[src/rtl/rxq_pkg.sv]
package rxq_pkg;
    localparam int CHAR_W = 8;

    typedef struct packed {
        logic [CHAR_W-1:0] data;
        logic              ferr;
        logic              perr;
        logic              brk;
    } rxq_ent_t;

    typedef struct packed {
        logic ferr;
        logic perr;
        logic brk;
    } rxq_flags_t;

    typedef enum logic [1:0] {
        WD_IDLE  = 2'd0,
        WD_COUNT = 2'd1,
        WD_FIRED = 2'd2
    } wd_state_e;

    typedef enum logic [1:0] {
        RTS_OFF  = 2'd0,
        RTS_ON   = 2'd1,
        RTS_HELD = 2'd2
    } rts_state_e;
endpackage

[src/rtl/rxq_store.sv]
module rxq_store
    import rxq_pkg::*;
#(
    parameter int DEPTH = 8
) (
    input  logic                        clk,
    input  logic                        rst_n,
    input  logic                        in_valid,
    input  rxq_ent_t                    in_ent,
    input  logic                        pop,
    input  logic                        err_clear,
    input  logic                        block_mode,
    output rxq_ent_t                    head,
    output logic [$clog2(DEPTH+1)-1:0]  count,
    output rxq_flags_t                  view,
    output logic                        push_evt,
    output logic                        pop_evt,
    output logic                        overrun
);
    localparam int AW = $clog2(DEPTH);
    localparam int CW = $clog2(DEPTH + 1);

    rxq_ent_t        mem [DEPTH];
    logic [AW-1:0]   wr_ptr, rd_ptr;
    rxq_ent_t        hold;
    logic            hold_v;
    rxq_flags_t      acc;
    rxq_flags_t      head_fl;
    logic            nonempty, space, lost;
    rxq_ent_t        wr_ent;

    assign nonempty = (count != '0);
    assign pop_evt  = pop && nonempty;
    assign space    = (count != CW'(DEPTH)) || pop_evt;
    assign push_evt = space && (hold_v || in_valid);
    assign wr_ent   = hold_v ? hold : in_ent;
    assign lost     = in_valid && hold_v && !space;
    assign head     = mem[rd_ptr];
    assign head_fl  = nonempty ? rxq_flags_t'{head.ferr, head.perr, head.brk} : '0;
    assign view     = block_mode ? (acc | head_fl) : head_fl;

    always_ff @(posedge clk) begin
        if (push_evt) mem[wr_ptr] <= wr_ent;
    end

    always_ff @(posedge clk) begin
        if (!rst_n) begin
            wr_ptr  <= '0;
            rd_ptr  <= '0;
            count   <= '0;
            hold    <= '0;
            hold_v  <= 1'b0;
            acc     <= '0;
            overrun <= 1'b0;
        end else begin
            if (push_evt) wr_ptr <= wr_ptr + 1'b1;
            if (pop_evt)  rd_ptr <= rd_ptr + 1'b1;
            count <= count + CW'(push_evt) - CW'(pop_evt);
            if (hold_v) begin
                if (space) begin
                    hold_v <= in_valid;
                    if (in_valid) hold <= in_ent;
                end
            end else if (in_valid && !space) begin
                hold_v <= 1'b1;
                hold   <= in_ent;
            end
            acc     <= err_clear ? '0 : (acc | head_fl);
            overrun <= (overrun && !err_clear) || lost;
        end
    end

    a_r2_count_bound: assert property (@(posedge clk) disable iff (!rst_n)
        count <= CW'(DEPTH));
    a_r9_ovr_sticky: assert property (@(posedge clk) disable iff (!rst_n)
        (overrun && !err_clear) |=> overrun);
    a_r12_no_loss_on_pop: assert property (@(posedge clk) disable iff (!rst_n)
        (pop && nonempty && !overrun) |=> !overrun || $past(err_clear));
endmodule

[src/rtl/rxq_wdog.sv]
module rxq_wdog
    import rxq_pkg::*;
#(
    parameter int IDLE_BITS = 64
) (
    input  logic clk,
    input  logic rst_n,
    input  logic enable,
    input  logic has_data,
    input  logic bit_tick,
    input  logic push_evt,
    input  logic pop_evt,
    output logic wd_irq
);
    localparam int TW = $clog2(IDLE_BITS + 1);

    wd_state_e     state, state_n;
    logic [TW-1:0] ticks;
    logic          activity, expire;

    assign activity = push_evt || pop_evt;
    assign expire   = bit_tick && !activity && (ticks == TW'(IDLE_BITS - 1));

    always_comb begin
        state_n = state;
        unique case (state)
            WD_IDLE:  if (enable && has_data) state_n = WD_COUNT;
            WD_COUNT: begin
                if (!enable || !has_data) state_n = WD_IDLE;
                else if (expire)          state_n = WD_FIRED;
            end
            WD_FIRED: if (!enable || pop_evt) state_n = WD_IDLE;
            default:  state_n = WD_IDLE;
        endcase
    end

    always_ff @(posedge clk) begin
        if (!rst_n) state <= WD_IDLE;
        else        state <= state_n;
    end

    always_ff @(posedge clk) begin
        if (!rst_n || state != WD_COUNT || activity) ticks <= '0;
        else if (bit_tick)                           ticks <= ticks + 1'b1;
    end

    always_comb begin
        wd_irq = (state == WD_FIRED);
    end

    a_r5_read_clears: assert property (@(posedge clk) disable iff (!rst_n)
        (wd_irq && pop_evt) |=> !wd_irq);
    a_r4_fire_on_tick: assert property (@(posedge clk) disable iff (!rst_n)
        $rose(wd_irq) |-> $past(bit_tick));
    a_r5_off_when_disabled: assert property (@(posedge clk) disable iff (!rst_n)
        !enable |=> !wd_irq);
endmodule

[src/rtl/rxq_rts.sv]
module rxq_rts
    import rxq_pkg::*;
(
    input  logic clk,
    input  logic rst_n,
    input  logic req,
    input  logic flow_en,
    input  logic is_full,
    input  logic start_seen,
    output logic rts_out
);
    rts_state_e state, state_n;

    always_comb begin
        state_n = state;
        unique case (state)
            RTS_OFF:  if (req) state_n = RTS_ON;
            RTS_ON: begin
                if (!req)                               state_n = RTS_OFF;
                else if (flow_en && is_full && start_seen) state_n = RTS_HELD;
            end
            RTS_HELD: begin
                if (!req)                     state_n = RTS_OFF;
                else if (!is_full || !flow_en) state_n = RTS_ON;
            end
            default:  state_n = RTS_OFF;
        endcase
    end

    always_ff @(posedge clk) begin
        if (!rst_n) state <= RTS_OFF;
        else        state <= state_n;
    end

    always_comb begin
        rts_out = (state == RTS_ON);
    end

    a_r7_drop_on_start: assert property (@(posedge clk) disable iff (!rst_n)
        (rts_out && req && flow_en && is_full && start_seen) |=> !rts_out);
    a_r8_restore: assert property (@(posedge clk) disable iff (!rst_n)
        (state == RTS_HELD && req && !is_full) |=> rts_out);
    a_r7_follow_req: assert property (@(posedge clk) disable iff (!rst_n)
        !req |=> !rts_out);
endmodule

[src/rtl/rx_fifo_wdog.sv]
module rx_fifo_wdog
    import rxq_pkg::*;
#(
    parameter int DEPTH     = 8,
    parameter int IDLE_BITS = 64,
    parameter int LVL0      = 1,
    parameter int LVL1      = 3,
    parameter int LVL2      = 6,
    parameter int LVL3      = 8
) (
    input  logic              clk,
    input  logic              rst_n,
    input  logic              chr_valid,
    input  logic [CHAR_W-1:0] chr_data,
    input  logic              chr_ferr,
    input  logic              chr_perr,
    input  logic              chr_brk,
    input  logic              start_seen,
    input  logic              bit_tick,
    input  logic              rd_pop,
    input  logic              err_clear,
    input  logic [1:0]        cfg_level,
    input  logic              cfg_wdog_en,
    input  logic              cfg_rts_flow,
    input  logic              cfg_block_err,
    input  logic              rts_req,
    output logic [CHAR_W-1:0] rd_data,
    output logic              rd_ferr,
    output logic              rd_perr,
    output logic              rd_brk,
    output logic              rd_avail,
    output logic              full,
    output logic              overrun,
    output logic              rx_irq,
    output logic              rts_out
);
    localparam int CW = $clog2(DEPTH + 1);

    rxq_ent_t      in_ent, head;
    rxq_flags_t    view;
    logic [CW-1:0] count, thresh;
    logic          push_evt, pop_evt, wd_irq, lvl_irq;

    assign in_ent = '{data: chr_data, ferr: chr_ferr, perr: chr_perr, brk: chr_brk};

    rxq_store #(.DEPTH(DEPTH)) u_store (
        .clk(clk), .rst_n(rst_n), .in_valid(chr_valid), .in_ent(in_ent),
        .pop(rd_pop), .err_clear(err_clear), .block_mode(cfg_block_err),
        .head(head), .count(count), .view(view), .push_evt(push_evt),
        .pop_evt(pop_evt), .overrun(overrun)
    );

    rxq_wdog #(.IDLE_BITS(IDLE_BITS)) u_wdog (
        .clk(clk), .rst_n(rst_n), .enable(cfg_wdog_en), .has_data(rd_avail),
        .bit_tick(bit_tick), .push_evt(push_evt), .pop_evt(pop_evt), .wd_irq(wd_irq)
    );

    rxq_rts u_rts (
        .clk(clk), .rst_n(rst_n), .req(rts_req), .flow_en(cfg_rts_flow),
        .is_full(full), .start_seen(start_seen), .rts_out(rts_out)
    );

    always_comb begin
        unique case (cfg_level)
            2'd0:    thresh = CW'(LVL0);
            2'd1:    thresh = CW'(LVL1);
            2'd2:    thresh = CW'(LVL2);
            default: thresh = CW'(LVL3);
        endcase
    end

    assign lvl_irq  = (count >= thresh);
    assign rx_irq   = lvl_irq || wd_irq;
    assign rd_data  = head.data;
    assign rd_ferr  = view.ferr;
    assign rd_perr  = view.perr;
    assign rd_brk   = view.brk;
    assign rd_avail = (count != '0);
    assign full     = (count == CW'(DEPTH));

    a_r3_full_level: assert property (@(posedge clk) disable iff (!rst_n)
        (full && cfg_level == 2'd3) |-> rx_irq);
endmodule

[config.mk]
export PLATFORM = sky130hd
export DESIGN_NAME = rx_fifo_wdog
export DESIGN_NICKNAME = d
export VERILOG_FILES = /design/src/rtl/rxq_pkg.sv /design/src/rtl/rxq_store.sv /design/src/rtl/rxq_wdog.sv /design/src/rtl/rxq_rts.sv /design/src/rtl/rx_fifo_wdog.sv
export SDC_FILE = /design/constraint.sdc
export NUM_CORES = 1
export LEC_CHECK = 0
export BUFFER_PORTS_ARGS = -buffer_cell sky130_fd_sc_hd__buf_2
export CAP_MARGIN = 10
export CORE_ASPECT_RATIO = 0.7
export CORE_MARGIN = 4
export CORE_UTILIZATION = 41
export CTS_CLUSTER_DIAMETER = 100
export DETAILED_ROUTE_END_ITERATION = 6
export GPL_ROUTABILITY_DRIVEN = 0
export GPL_TIMING_DRIVEN = 0
export HOLD_SLACK_MARGIN = 0.02
export PLACE_DENSITY = 0.61
export SKIP_CTS_REPAIR_TIMING = 1
export SYNTH_ARGS = -nofsm -noshare
export SYNTH_HDL_FRONTEND = slang
export SYNTH_SLANG_ARGS = --single-unit
[constraint.sdc]
create_clock -name clk -period 5.5 [get_ports clk]
set_input_delay 1.1 -clock clk [delete_from_list [all_inputs] [get_ports clk]]
set_output_delay 1.1 -clock clk [all_outputs]
set_load 0.05 [all_outputs]
==> metrics, run 1 <==
transition time at the pin with the least slew margin roughly 1200 ps; worst stage delay on the critical path a little over 300 ps; number of buffers and inverters on the critical path 3; post-layout instance area about 0.0065 mm2; Final Net Count 496; count of cell types in the netlist between 40 and 50; die area about 0.015 mm2; final period utilization 71.5%; total I/O pin count 40; placeable core region 0.0131 mm2; Mean Syn Cell Area around 14 um2; dominant delay contributor by cell family on the critical path compound AO/OA/AOI/OAI gates; cell type with the largest total area after synthesis edfxtp_1; clock tree root driver cell clkbuf_16; Peak VDD IR between 150 and 200 uV; reg-to-reg setup timing slack between 2000 and 3000 ps; fin. max-slew vios 0; final worst hold slack 450 ps; syn nets approximately 430; sequential share of the synthesized area roughly 63%; number of H-tree levels 4; Final Non-Filler Cells around 630; worst clock skew on the final layout ~7 ps; total power density per cell area around 480 mW/mm2; detailed-placement wirelength estimate ~7.6 mm; cells along the critical path buf_2 -> inv_1 -> ha_1 -> nor2_1 -> nor2_1 -> ha_1 -> nand2b_1 -> a21o_1 -> a21o_1 -> a221o_1 -> buf_2; per-cell routed wire length between 15 and 20 um; PnR Total Power approximately 3100 uW; Port Buffers 37; maximum count of clock buffers along a single path 2; layout cells sized above 1 a little over a quarter; Initial DRT Pass Iterations 4; highest-count cells in the layout ignoring fill and taps 88 x edfxtp_1, 45 x nand2_1, 43 x buf_2, 40 x dfxtp_1, 27 x mux2i_1; crit path DAT 2830 ps; Finish-stage setup viols 0; Routed Wire Length between 10 and 15 mm; path category of the worst min-delay check reg2reg; clock sink count roughly 130; maximum clock frequency 254 MHz; placed cell count 600; post-synthesis sequential element count 128; number of violations reported at the end of detailed-routing iteration 0 281; area of placed instances 0.00596 mm2; CP required approximately 4400 ps; setup TNS 0 ps; unrepaired setup endpoints after global routing false; wire length of the first global-routing pass approximately 17 mm; pin count of the biggest net entering global routing 17; layout filler cell count about 1200; Std-Cell Rows 35; die width around 150 um; most frequent standard cell in the layout excluding fill and tap cells edfxtp_1; Static Leakage about 0.0024 uW; final hold vios 0; Antenna diodes 0; crit path time final around 3900 ps; synthesized instance count between 300 and 400; Starting Density 41.8%; Setup CP Type in2out; Skew-Pair Late Insertion Delay around 400 ps; crit-path max FO 3; post-route ant nets 0; Synth-to-Final Area Change 18.9%; result of the run completed; global-route usage over all layers ~15%; overflow left after global routing 0; top cells by area in the synthesized netlist edfxtp_1 48%, dfxtp_1 15%, mux4_2 6.6%; post-synth top area share 48.2%; Worst setup EP type output pin; die boundary height around 100 um; routed vias around 3200; synthesized area 0.00549 mm2; Worst slew margin about 20%; Inserted Clock Buffers 17; initial antenna violation count 0; category of the worst setup path launch point primary input; TritonCTS clock tree built; clock-pin slew on the worst setup and hold paths about 50 ps; Max Cap Violations 0; remaining design rule violation count 0; count of synthesis-stage warnings from yosys 0; per-cell via count in the routed design around 5.0; worst-path cell with the longest stage delay a221o_1; number of global-route vias before repair 3255
layout make-up:
class | instances | area (um2) | share of cell area [%]
repair buffers | 43 | 245 | 3.76
plain buffers | 15 | 75.1 | 1.15
clock buffers | 28 | 539 | 8.26
well taps | 166 | 208 | 3.18
inverters | 21 | 78.8 | 1.21
clock inverters | 4 | 21.3 | 0.326
flip-flops and latches | 128 | 3440 | 52.8
multi-input cells | 228 | 1920 | 29.4
power breakdown:
group	switching (uW)	total, uW	internal [uW]
sequential	50.2	1190	1140
combinational	574	909	335
clock	378	1040	665
total	1000	3140	2140
stage by stage:
| stage | worst slack, ps | util [%] |
|---|---|---|
| floorplan | 1750 | - |
| finish | 1570 | 49.7 |
| global placement | 1140 | 44.8 |
| detailed placement | 1560 | 45.4 |
| global route | 1460 | 49.7 |
| CTS | 1550 | 49.6 |
state kept, by name, summed over array words and instances (netlist names), named ones only:
register,count
u_rts.state,2
u_store.acc,3
u_store.count,4
u_store.hold,11
u_store.hold_v,1
u_store.mem,88
u_store.overrun,1
u_store.rd_ptr,3
u_store.wr_ptr,3
u_wdog.state,2
u_wdog.ticks,7
worst reg2reg max path: stages (launching register included):
cell and delay [ps]:
dfxtp_1 380, inv_1 60, ha_1 180, nand2b_1 160, and2_1 210, or2_1 340, inv_2 150, nand2_1 140
nor2_1 950
Yosys cell counts, drive strengths merged:
cell      n
buf       8
nand4b    1
clkinv    1
and2      3
inv      20
or2       1
or3b      2
dfxtp    40
o211a     1
a21oi     8
nand2b    7
a21boi    1
mux2i    27
a32oi     1
nor3      4
clkbuf    7
a21o      3
nand4     5
o21ai     3
a221o     1
nor2b     5
edfxtp   88
ha       17
o211ai    2
nand3    10
xnor2     3
nor4      1
nor2     23
fa        1
mux4     16
nand2    45
xor2      7
a21bo     1
nor3b     2
a211oi    2
a2bb2oi   1
mux2     19
a22oi     3
or3       2
metal layers:
metal  track usage (%)  vias to the layer above  wire length, um
met4              4.03                        0               67
met3              4.51                        4              756
met2              22.5                       71             5110
met1              20.9                     1544             4990
met5                 0                        -                0
li1                  -                     1559                -
path summary, 6_finish.rpt:
kind / depth (start not counted) / start / to
min: 2 / u_store.acc[1]$_SDFF_PP0_ / u_store.acc[1]$_SDFF_PP0_
max: 11 / cfg_level[1] / rx_irq
min reg2reg: 2 / u_store.acc[1]$_SDFF_PP0_ / u_store.acc[1]$_SDFF_PP0_
max reg2reg: 8 / u_store.count[3]$_SDFF_PN0_ / u_store.mem[7][0]$_DFFE_PP_
logic make-up (layout without fill, tap and decap cells):
logic type                 count (synthesis)  after routing  synth area share, %
adders and majority gates                 18             18                 4.24
buffers and inverters                     36            111                 2.80
xor gates and xnor gates                  10             10                 1.60
and+or+nand+nor                          111            111                 9.55
AOI/OAI and AO/OA                         27             27                 3.67
muxes                                     62             62                 15.4
DFF                                      128            128                 62.7
(Power assumes the default switching activity.)
==> inputs of run 2 (changes only) <==
- PLACE_DENSITY: 0.61 -> 0.63
- clock period: 5.5 -> 3.3 ns (I/O delays scaled with it)
==> run 2 against run 1 <==
Compared with the run above: power is 70% higher; worst hold slack got worse by 2.0 ps; critical path depth stayed put; design area rose by 0.69%; largest cell class unchanged; via count is 1.7% higher.
==> metrics, run 2 (synthesized netlist as in run 1, its figures left out) <==
number of H-tree levels 4 (unchanged); post-route ant nets 0 (unchanged); most frequent standard cell in the layout excluding fill and tap cells edfxtp_1; crit path time final a little over 3000 ps; Hold Path Stages 2 (unchanged); Skew-Pair Late Insertion Delay 400 ps (about the same); Worst slew margin 23.8% (+3.7 points); Port Buffers 37 (unchanged); start of the worst register-to-register path u_store.count[2]$_SDFF_PN0_; detailed-placement wirelength estimate 7.73 mm (+1.7%); result of the run completed; die width 146 um (unchanged); Max Cap Violations 0 (unchanged); placeable core region 0.0131 mm2 (unchanged); pin count of the biggest net entering global routing 17 (unchanged); Synth-to-Final Area Change 19.8%; placed cell count 601 (+0.17%); total power density per cell area 815 mW/mm2 (+69%); Static Leakage 0.00239 uW (+0.98%); registers with the most flip-flops u_store.mem: 88 flops, u_store.hold: 11 flops, u_wdog.ticks: 7 flops; storage element area 0.00344 mm2 (unchanged); clock sink count 128 (unchanged); path category of the worst min-delay check reg2reg; post-layout instance area 0.00657 mm2 (+0.69%); worst reg2reg path endpoint u_store.mem[7][6]$_DFFE_PP_; Worst setup EP type output pin; maximum count of clock buffers along a single path 2 (unchanged); unrepaired setup endpoints after global routing false; routed vias 3233 (+1.7%); area of placed instances 0.00597 mm2 (+0.13%); total I/O pin count 40 (unchanged); Multi-input gate area 0.00192 mm2 (unchanged); per-cell via count in the routed design 5.11 (+1.7%); Antenna diodes 0 (unchanged); worst stage delay on the critical path 310 ps (about the same); CP required 2640 ps (-1760 ps); Inserted Clock Buffers 17 (unchanged); crit-path max FO 3 (unchanged); Finish-stage setup viols 0 (unchanged); Std-Cell Rows 35 (unchanged); wire length of the first global-routing pass 17.6 mm (+1.6%); die area 0.0153 mm2 (unchanged); Starting Density 41.8% (unchanged); number of violations reported at the end of detailed-routing iteration 0 240 (-15%); final worst hold slack 448 ps (-1.98 ps); layout cells sized above 1 27.0% (+0.64 points); final hold vios 0 (unchanged); per-cell routed wire length 17.3 um (+0.43%); category of the worst setup path launch point primary input; number of global-route vias before repair 3396 (+4.3%); register with the highest flop count u_store.mem; clock tree root driver cell clkbuf_16; Peak VDD IR 382 uV (+100%); Final Non-Filler Cells 633 (unchanged); hold path start u_store.acc[2]$_SDFF_PP0_; Setup CP Type in2out; Initial DRT Pass Iterations 4 (unchanged); maximum clock frequency 325 MHz; highest-count cells in the layout ignoring fill and taps 88 x edfxtp_1, 45 x nand2_1, 43 x buf_2, 40 x dfxtp_1, 27 x mux2i_1; flip-flop count of the largest register, all copies and words added 88 (unchanged); clock-pin slew on the worst setup and hold paths 50 ps (about the same); cells along the critical path buf_2 -> inv_1 -> ha_1 -> nor2_1 -> nor2_1 -> ha_1 -> nand2b_1 -> a21o_1 -> a21o_1 -> a221o_1 -> buf_2; initial antenna violation count 0 (unchanged); layout filler cell count 1111 (-4.2%); transition time at the pin with the least slew margin 1140 ps (-55.7 ps); global-route usage over all layers 15.2% (+0.34 points); overflow left after global routing 0 (unchanged); Routed Wire Length 11.0 mm (+0.43%); FF-to-FF path depth 8 (unchanged); worst clock skew on the final layout 8.63 ps (+1.81 ps); crit path DAT 2420 ps (-410 ps); die boundary height 105 um (unchanged); worst hold path endpoint u_store.acc[2]$_SDFF_PP0_; Final Net Count 497 (+0.20%); remaining design rule violation count 0 (unchanged); worst-path cell with the longest stage delay a221o_1; fin. max-slew vios 0 (unchanged); TritonCTS clock tree built; final period utilization a little over 90%; reg-to-reg setup timing slack 370 ps (-2170 ps)
run 2: cell count changes in the layout (fill, tap and decap cells not counted):
| cell | previous run | this run |
|---|---|---|
| buf_6 | 5 | 6 |
| bufinv_16 | 0 | 2 |
| clkbuf_1 | 13 | 9 |
| clkbuf_16 | 19 | 17 |
| clkbuf_8 | 3 | 6 |
| clkinv_1 | 1 | 2 |
| inv_4 | 1 | 0 |
run 2: area by class of cell:
class | instances | area share, %
plain buffers | 15 | 1.14
clock inverters | 6 | 1.20
inverters | 21 | 1.20
repair buffers | 44 | 3.90
clock buffers | 25 | 7.84
well taps | 166 | 3.16
flip-flops and latches | 128 | 52.4
multi-input cells | 228 | 29.2
run 2: worst max path at each step:
stage | depth (start not counted) | end | from
2_1_floorplan | 9 | rx_irq | cfg_level[0]
3_3_place_gp | 5 | u_store.mem[0][4]$_DFFE_PP_ | rd_pop
3_5_place_dp | 7 | u_store.mem[6][6]$_DFFE_PP_ | rd_pop
6_report | 11 | rx_irq | cfg_level[0]
5_1_grt | 11 | rx_irq | cfg_level[0]
4_1_cts | 11 | rx_irq | cfg_level[0]
run 2: layer usage:
| metal | vias to the layer above | share of wire, % | GRT usage [%] |
|---|---|---|---|
| met5 | - | 0 | 0 |
| met4 | 0 | 0.40 | 4.70 |
| met3 | 4 | 7.7 | 5.03 |
| met2 | 83 | 45 | 22.3 |
| met1 | 1590 | 47 | 21.6 |
| li1 | 1556 | - | - |
run 2: critical path, delay by kind of cell:
| family | cells | cell delay (ps) |
|---|---|---|
| simple gates | 3 | 270 |
| fa+ha+maj | 2 | 450 |
| compound gates | 3 | 660 |
| buf+inv | 3 | 370 |
run 2: power by group:
group          total [uW]  switching, uW  internal (uW)
clock                1850            625           1220
sequential           1980           84.4           1900
combinational        1530            959            567
run 2: through the flow:
| stage | total power (uW) | setup TNS (ps) | worst slack, ps | utilization [%] |
|---|---|---|---|---|
| global route | 5630 | 0 | 135 | 50.0 |
| detailed placement | 3560 | 0 | 146 | 45.4 |
| CTS | 5420 | 0 | 210 | 49.9 |
| floorplan | 3170 | 0 | 433 | - |
| global placement | 3490 | -14680 | -594 | 44.8 |
| finish | 5360 | 0 | 221 | 50.0 |
